<file path="src/rtl/sio_cfg_pkg.sv">
package sio_cfg_pkg;

    localparam logic [7:0] IDX_DEVNUM = 8'h07;
    localparam logic [7:0] IDX_ACT    = 8'h30;
    localparam logic [7:0] IDX_B0H    = 8'h60;
    localparam logic [7:0] IDX_B0L    = 8'h61;
    localparam logic [7:0] IDX_B1H    = 8'h62;
    localparam logic [7:0] IDX_B1L    = 8'h63;
    localparam logic [7:0] IDX_IRQ    = 8'h70;
    localparam logic [7:0] IDX_IRQT   = 8'h71;
    localparam logic [7:0] IDX_DMA    = 8'h74;

    localparam logic [3:0] IRQ_TOP  = 4'd12;
    localparam logic [2:0] DMA_NONE = 3'd4;

    typedef enum logic [3:0] {
        RS_NONE, RS_DEVNUM, RS_ACT, RS_B0H, RS_B0L,
        RS_B1H, RS_B1L, RS_IRQ, RS_IRQT, RS_DMA
    } reg_sel_e;

    typedef struct packed {
        logic        active;
        logic [15:0] base0;
        logic [15:0] base1;
        logic [3:0]  irq;
        logic        pol_high;
        logic        lvl_trig;
        logic [2:0]  dma;
    } dev_cfg_t;

    typedef struct packed {
        logic [7:0] index;
        logic [7:0] devnum;
    } host_st_t;

endpackage

</file>
<file path="src/rtl/sio_idx_decode.sv">
module sio_idx_decode
    import sio_cfg_pkg::*;
(
    input  logic [7:0] idx,
    output reg_sel_e   sel
);
    always_comb begin
        unique case (idx)
            IDX_DEVNUM: sel = RS_DEVNUM;
            IDX_ACT:    sel = RS_ACT;
            IDX_B0H:    sel = RS_B0H;
            IDX_B0L:    sel = RS_B0L;
            IDX_B1H:    sel = RS_B1H;
            IDX_B1L:    sel = RS_B1L;
            IDX_IRQ:    sel = RS_IRQ;
            IDX_IRQT:   sel = RS_IRQT;
            IDX_DMA:    sel = RS_DMA;
            default:    sel = RS_NONE;
        endcase
    end
endmodule

</file>
<file path="src/rtl/sio_dev_bank.sv">
module sio_dev_bank
    import sio_cfg_pkg::*;
(
    input  logic       clk,
    input  logic       rst_n,
    input  logic       we,
    input  reg_sel_e   sel,
    input  logic [7:0] wdata,
    output logic [7:0] rd,
    output dev_cfg_t   cfg,
    output logic       irq_ok,
    output logic       dma_ok
);
    dev_cfg_t st_d, st_q;

    always_comb begin
        st_d = st_q;
        if (we) begin
            unique case (sel)
                RS_ACT:  st_d.active      = wdata[0];
                RS_B0H:  st_d.base0[15:8] = wdata;
                RS_B0L:  st_d.base0[7:0]  = wdata;
                RS_B1H:  st_d.base1[15:8] = wdata;
                RS_B1L:  st_d.base1[7:0]  = wdata;
                RS_IRQ:  st_d.irq         = wdata[3:0];
                RS_IRQT: begin
                    st_d.pol_high = wdata[1];
                    st_d.lvl_trig = wdata[0];
                end
                RS_DMA:  st_d.dma         = wdata[2:0];
                default: ;
            endcase
        end
    end

    always_ff @(posedge clk) begin
        if (!rst_n) begin
            st_q <= '{active: 1'b0, base0: 16'h0, base1: 16'h0, irq: 4'h0,
                      pol_high: 1'b0, lvl_trig: 1'b0, dma: DMA_NONE};
        end else begin
            st_q <= st_d;
        end
    end

    always_comb begin
        unique case (sel)
            RS_ACT:  rd = {7'b0, st_q.active};
            RS_B0H:  rd = st_q.base0[15:8];
            RS_B0L:  rd = st_q.base0[7:0];
            RS_B1H:  rd = st_q.base1[15:8];
            RS_B1L:  rd = st_q.base1[7:0];
            RS_IRQ:  rd = {4'b0, st_q.irq};
            RS_IRQT: rd = {6'b0, st_q.pol_high, st_q.lvl_trig};
            RS_DMA:  rd = {5'b0, st_q.dma};
            default: rd = 8'h00;
        endcase
    end

    assign cfg    = st_q;
    assign irq_ok = st_q.active && (st_q.irq != 4'd0) && (st_q.irq <= IRQ_TOP);
    assign dma_ok = st_q.active && (st_q.dma < DMA_NONE);

    // without a write enable the bank holds
    p_hold_r8: assert property (@(posedge clk) disable iff (!rst_n)
        !we |=> $stable(st_q));
    // a high-byte write of base 0 lands in the next cycle
    p_base_r4: assert property (@(posedge clk) disable iff (!rst_n)
        (we && sel == RS_B0H) |=> (cfg.base0[15:8] == $past(wdata)));
    // the interrupt number takes the low nibble
    p_irq_r5: assert property (@(posedge clk) disable iff (!rst_n)
        (we && sel == RS_IRQ) |=> (cfg.irq == $past(wdata[3:0])));
endmodule

</file>
<file path="src/rtl/sio_cfg_regs.sv">
module sio_cfg_regs
    import sio_cfg_pkg::*;
#(
    parameter int NDEV = 8
) (
    input  logic              clk,
    input  logic              rst_n,
    input  logic              port_sel,
    input  logic              wr_stb,
    input  logic [7:0]        wdata,
    output logic [7:0]        rdata,
    output logic [NDEV-1:0]   dev_active,
    output logic [16*NDEV-1:0] io_base0,
    output logic [16*NDEV-1:0] io_base1,
    output logic [4*NDEV-1:0] irq_num,
    output logic [NDEV-1:0]   irq_high,
    output logic [NDEV-1:0]   irq_level,
    output logic [NDEV-1:0]   irq_valid,
    output logic [3*NDEV-1:0] dma_chan,
    output logic [NDEV-1:0]   dma_valid
);
    localparam int SEL_W = (NDEV > 1) ? $clog2(NDEV) : 1;

    host_st_t st_d, st_q;
    reg_sel_e sel;
    logic     dev_ok;
    logic [SEL_W-1:0] bank_id;
    logic [7:0]       bank_rd [NDEV];
    dev_cfg_t         bank_cfg [NDEV];
    logic [NDEV-1:0]  bank_we;

    sio_idx_decode i_dec (.idx(st_q.index), .sel(sel));

    assign dev_ok  = (32'(st_q.devnum) < NDEV);
    assign bank_id = st_q.devnum[SEL_W-1:0];

    always_comb begin
        st_d = st_q;
        if (wr_stb) begin
            if (!port_sel) st_d.index = wdata;
            else if (sel == RS_DEVNUM) st_d.devnum = wdata;
        end
    end

    always_ff @(posedge clk) begin
        if (!rst_n) st_q <= '0;
        else        st_q <= st_d;
    end

    generate
        for (genvar i = 0; i < NDEV; i++) begin : g_bank
            assign bank_we[i] = wr_stb && port_sel && dev_ok &&
                                (bank_id == SEL_W'(i));
            sio_dev_bank i_bank (
                .clk(clk), .rst_n(rst_n), .we(bank_we[i]), .sel(sel),
                .wdata(wdata), .rd(bank_rd[i]), .cfg(bank_cfg[i]),
                .irq_ok(irq_valid[i]), .dma_ok(dma_valid[i])
            );
            assign dev_active[i]         = bank_cfg[i].active;
            assign io_base0[16*i +: 16]  = bank_cfg[i].base0;
            assign io_base1[16*i +: 16]  = bank_cfg[i].base1;
            assign irq_num[4*i +: 4]     = bank_cfg[i].irq;
            assign irq_high[i]           = bank_cfg[i].pol_high;
            assign irq_level[i]          = bank_cfg[i].lvl_trig;
            assign dma_chan[3*i +: 3]    = bank_cfg[i].dma;

            // a valid DMA flag never carries the "no channel" code
            p_dma_r11: assert property (@(posedge clk) disable iff (!rst_n)
                dma_valid[i] |-> (dma_chan[3*i +: 3] < DMA_NONE));
            // a valid interrupt always belongs to an enabled device
            p_irq_act_r10: assert property (@(posedge clk) disable iff (!rst_n)
                irq_valid[i] |-> (dev_active[i] && irq_num[4*i +: 4] != 4'd0));
        end
    endgenerate

    always_comb begin
        if (!port_sel)              rdata = st_q.index;
        else if (sel == RS_DEVNUM)  rdata = st_q.devnum;
        else if (dev_ok)            rdata = bank_rd[bank_id];
        else                        rdata = 8'h00;
    end

    // reserved DMA select bits read as zero at the port
    p_rsvd_r7: assert property (@(posedge clk) disable iff (!rst_n)
        (port_sel && sel == RS_DMA) |-> (rdata[7:3] == 5'b0));
    // an out-of-range device number leaves every bank unchanged
    p_ignore_r9: assert property (@(posedge clk) disable iff (!rst_n)
        (wr_stb && port_sel && !dev_ok) |=>
        ($stable(dev_active) && $stable(io_base0) && $stable(io_base1) &&
         $stable(irq_num) && $stable(dma_chan)));
endmodule

</file>
<file path="config.mk">
export PLATFORM = sky130hd
export DESIGN_NAME = sio_cfg_regs
export DESIGN_NICKNAME = d
export VERILOG_FILES = /design/src/rtl/sio_cfg_pkg.sv /design/src/rtl/sio_idx_decode.sv /design/src/rtl/sio_dev_bank.sv /design/src/rtl/sio_cfg_regs.sv
export SDC_FILE = /design/constraint.sdc
export NUM_CORES = 1
export LEC_CHECK = 0
export ABC_AREA = 1
export ABC_CLOCK_PERIOD_IN_PS = 5850
export CORE_MARGIN = 2
export CORE_UTILIZATION = 50
export CTS_CLUSTER_SIZE = 10
export DETAILED_ROUTE_END_ITERATION = 7
export GPL_ROUTABILITY_DRIVEN = 1
export PLACE_DENSITY = 0.86
export SETUP_SLACK_MARGIN = 0.05
export SLEW_MARGIN = 20
export SYNTH_ARGS = -nofsm -noshare
export SYNTH_HDL_FRONTEND = slang
export SYNTH_SLANG_ARGS = --single-unit
</file>
<file path="constraint.sdc">
create_clock -name clk -period 5.85 [get_ports clk]
set_input_delay 1.17 -clock clk [delete_from_list [all_inputs] [get_ports clk]]
set_output_delay 1.17 -clock clk [all_outputs]
set_load 0.02 [all_outputs]
</file>
==> metrics <==
Warnings, synthesis=0; DRT Wirelength=65400 um; reg2reg setup slack=2.62 ns; sw frac=23.2%; FF+latch count, synth=352; All-Layer GR Usage=38.2%; Clock Skew=0.0185 ns; Final Hold Fails=0; ys async rst share=0%; Internal=around 3.7 mW; Logic pwr share=4.0%; CP Depth=16; Crit path largest cell delay=0.78 ns; Setup TNS=0 ns; Area contributors post-synth=dfxtp_1 45%, o21ai_0 12%, a21oi_1 12%; Largest delay share family, worst path=simple AND/OR/NAND/NOR gates; Initial DRC Count=2606; CP startpoint=st_q[15]; CTS Sinks=352; share of layout cells above drive strength 1=approximately 6.0%; H-tree depth=2; post-synth top area share=45.0%; worst r2r dst=g_bank[3].i_bank.cfg[33]; HP Start=st_q[6]; DR WL/cell=23.2 um; Peak VDD IR=0.000197 V; WP buf/inv=3; core footprint=between 0.03 and 0.04 mm^2; multi-input logic area=0.00723 mm^2; Cells after Synth=2154; Hold Path Class=reg2reg; worst setup path class=reg2out; Synth cell types=26; Routed Antenna Nets=0; CTS Buf Count=41; CP endpoint=rdata[7]; setup violators final=0; Critical Path AT=4.33 ns; max_cap viols=0; fill count=2588; pwr/cell area=roughly 240 mW/mm^2; CP max stage cell=inv_2; Lkg Pwr=7.71 nW; Seq. cell area=between 0.007 and 0.008 mm^2; CTS Root Cell=clkbuf_16; Placer Congestion=0.936; # hold bufs at CTS=0; run status=finished clean; CP max FO=45; CP cell instances=inv_1, nand2_2, nor2_8, nand2_4, inv_2, nand2_1, nand2_1, nor2_1, nand2_1, nand2_1, nor2_1, nand2_1, nand2_1, a21oi_1, nor2_1, clkdlybuf4s50_1; sequential power share=between 40% and 50%; Die Footprint=0.0328 mm^2; Top cell by count, worst path=nand2_1; NetSw=1.13 mW; crit path capture type=output pin; fmax=0.182 GHz; initial antenna violation count=1; Initial Util=50.9%; hpwl dp=46000 um; post-CTS setup repair buffer count=0; Crit path required time=4.68 ns; Reg clk slew, reported paths=0.06 ns; gr ovfl total=0; I/O Pins=372; Synth area leader=dfxtp_1; Worst Hold Depth=2; Die Y=181 um; via count=17629; RSZ-0062 raised after global routing=false; Detailed Routing Iterations Pass 1=6; first-pass GRT wire length=97400 um; PostCTS Resize Cnt=0; sequential area share after synthesis=45.0%; Syn Nets=2166; # nets final=2430; FF-to-FF Start=bank_id[0]; vias per cell=6.25; Worst R2R Path Depth=6; maximum buffer depth of the clock tree=3; syn_area_per_cell=slightly above 7 um^2; largest net degree at the start of global routing=163; Max-Slew Margin vs Limit=between 20% and 30%; drt drc=0; crit share post-route=roughly 94%; placement row count=64; Slew Limit Fails=0; die extent in x=181 um; Post-Synthesis Cell Area=0.0157 mm^2; port bufs=~370; clk_lat worst skew=0.56 ns; clock network power share=46.5%; worst slew pin tran=1.19 ns; Setup crit start kind=flop; post-layout util=65.9%; vias in the first global route=16201; post-layout min period=5.50 ns; EDFF count, synth=0; P&R area growth vs syn=29.4%; TritonCTS clock tree=yes; dominant synthesized flop cell=dfxtp_1
Yosys cell counts, types with 20 or more instances:
library cell	instances
dfxtp_1	352
buf_4	53
nand4_1	20
a21oi_1	362
nand2_1	352
inv_1	110
buf_2	30
o21ai_0	381
nor2_4	25
nor2_1	149
clkbuf_1	87
nand3_1	144
placed cells by master, fill, tap and decap left out, types with 17 or more instances in the layout:
| cell | instances |
|---|---|
| clkbuf_16 | 42 |
| nand3_1 | 144 |
| nand2_1 | 352 |
| o21ai_0 | 381 |
| dfxtp_1 | 352 |
| nor2_2 | 17 |
| nand4_1 | 20 |
| a21oi_1 | 362 |
| nor2_4 | 25 |
| inv_2 | 20 |
| nor2_1 | 149 |
| clkdlybuf4s50_1 | 370 |
| buf_4 | 22 |
| inv_1 | 107 |
layer usage:
metal	vias to the layer above	global-route usage [%]	wire length, um
met5	-	0	0
met1	8162	51.5	24400
met3	265	6.81	8290
met4	0	19.2	3850
li1	7781	-	-
met2	1421	59.2	28800
registers in the layout, indices dropped and copies added (netlist names):
signal / flops
g_bank.i_bank.cfg: 336
st_q: 13
bank_id: 3
power groups by stage:
stage	clock, mW	sequential (mW)	combinational (mW)
3_5_place_dp	0	2.46	0.186
5_1_grt	2.35	2.41	0.203
6_report	2.26	2.41	0.196
3_3_place_gp	0	2.46	0.185
2_1_floorplan	0	2.46	0.123
4_1_cts	2.25	2.41	0.187
cell type report:
type	instances	share of cell area, %
Antenna cell	1	0.0123
Clock buffer	46	5.31
Tap cell	396	2.44
Sequential cell	352	34.8
Multi-Input combinational cell	1502	35.7
Clock inverter	3	0.204
Timing Repair Buffer	394	19.2
Inverter	127	2.35
worst min path at each step:
| stage | end |
|---|---|
| after global routing | st_q[6] |
| after global placement | st_q[5] |
| final | st_q[6] |
| after CTS | st_q[6] |
| after detailed placement | st_q[6] |
| after floorplan | st_q[7] |
cell families after synthesis:
kind of cell           count (synthesis)  synth area share (%)
and+or+nand+nor                      728                  21.0
DFF                                  352                  45.0
buffers and inverters                300                  8.84
AOI/OAI and AO/OA                    774                  25.2
worst reg2reg max path: stages, from the launching register on:
cell	delay [ns]
dfxtp_1	0.78
nand2_1	0.23
inv_1	0.44
nand3_1	0.55
nor2_2	0.78
o21ai_0	0.20
a21oi_1	0.17
per-stage QoR:
step | area, um^2 | power [mW] | cells | setup WS, ns | hold slack (ns)
final | 20300 | 4.86 | 2821 | 0.346 | 0.480
after global routing | 20300 | 4.96 | 2820 | 0.218 | 0.488
after CTS | 20300 | 4.84 | 2820 | 0.483 | 0.470
after detailed placement | 19100 | 2.64 | 2771 | 1.05 | 0.460
after global placement | 19100 | 2.64 | 2771 | 1.09 | 0.456
after floorplan | 15700 | 2.58 | 2154 | 2.82 | 0.439
(Power assumes the default switching activity.)
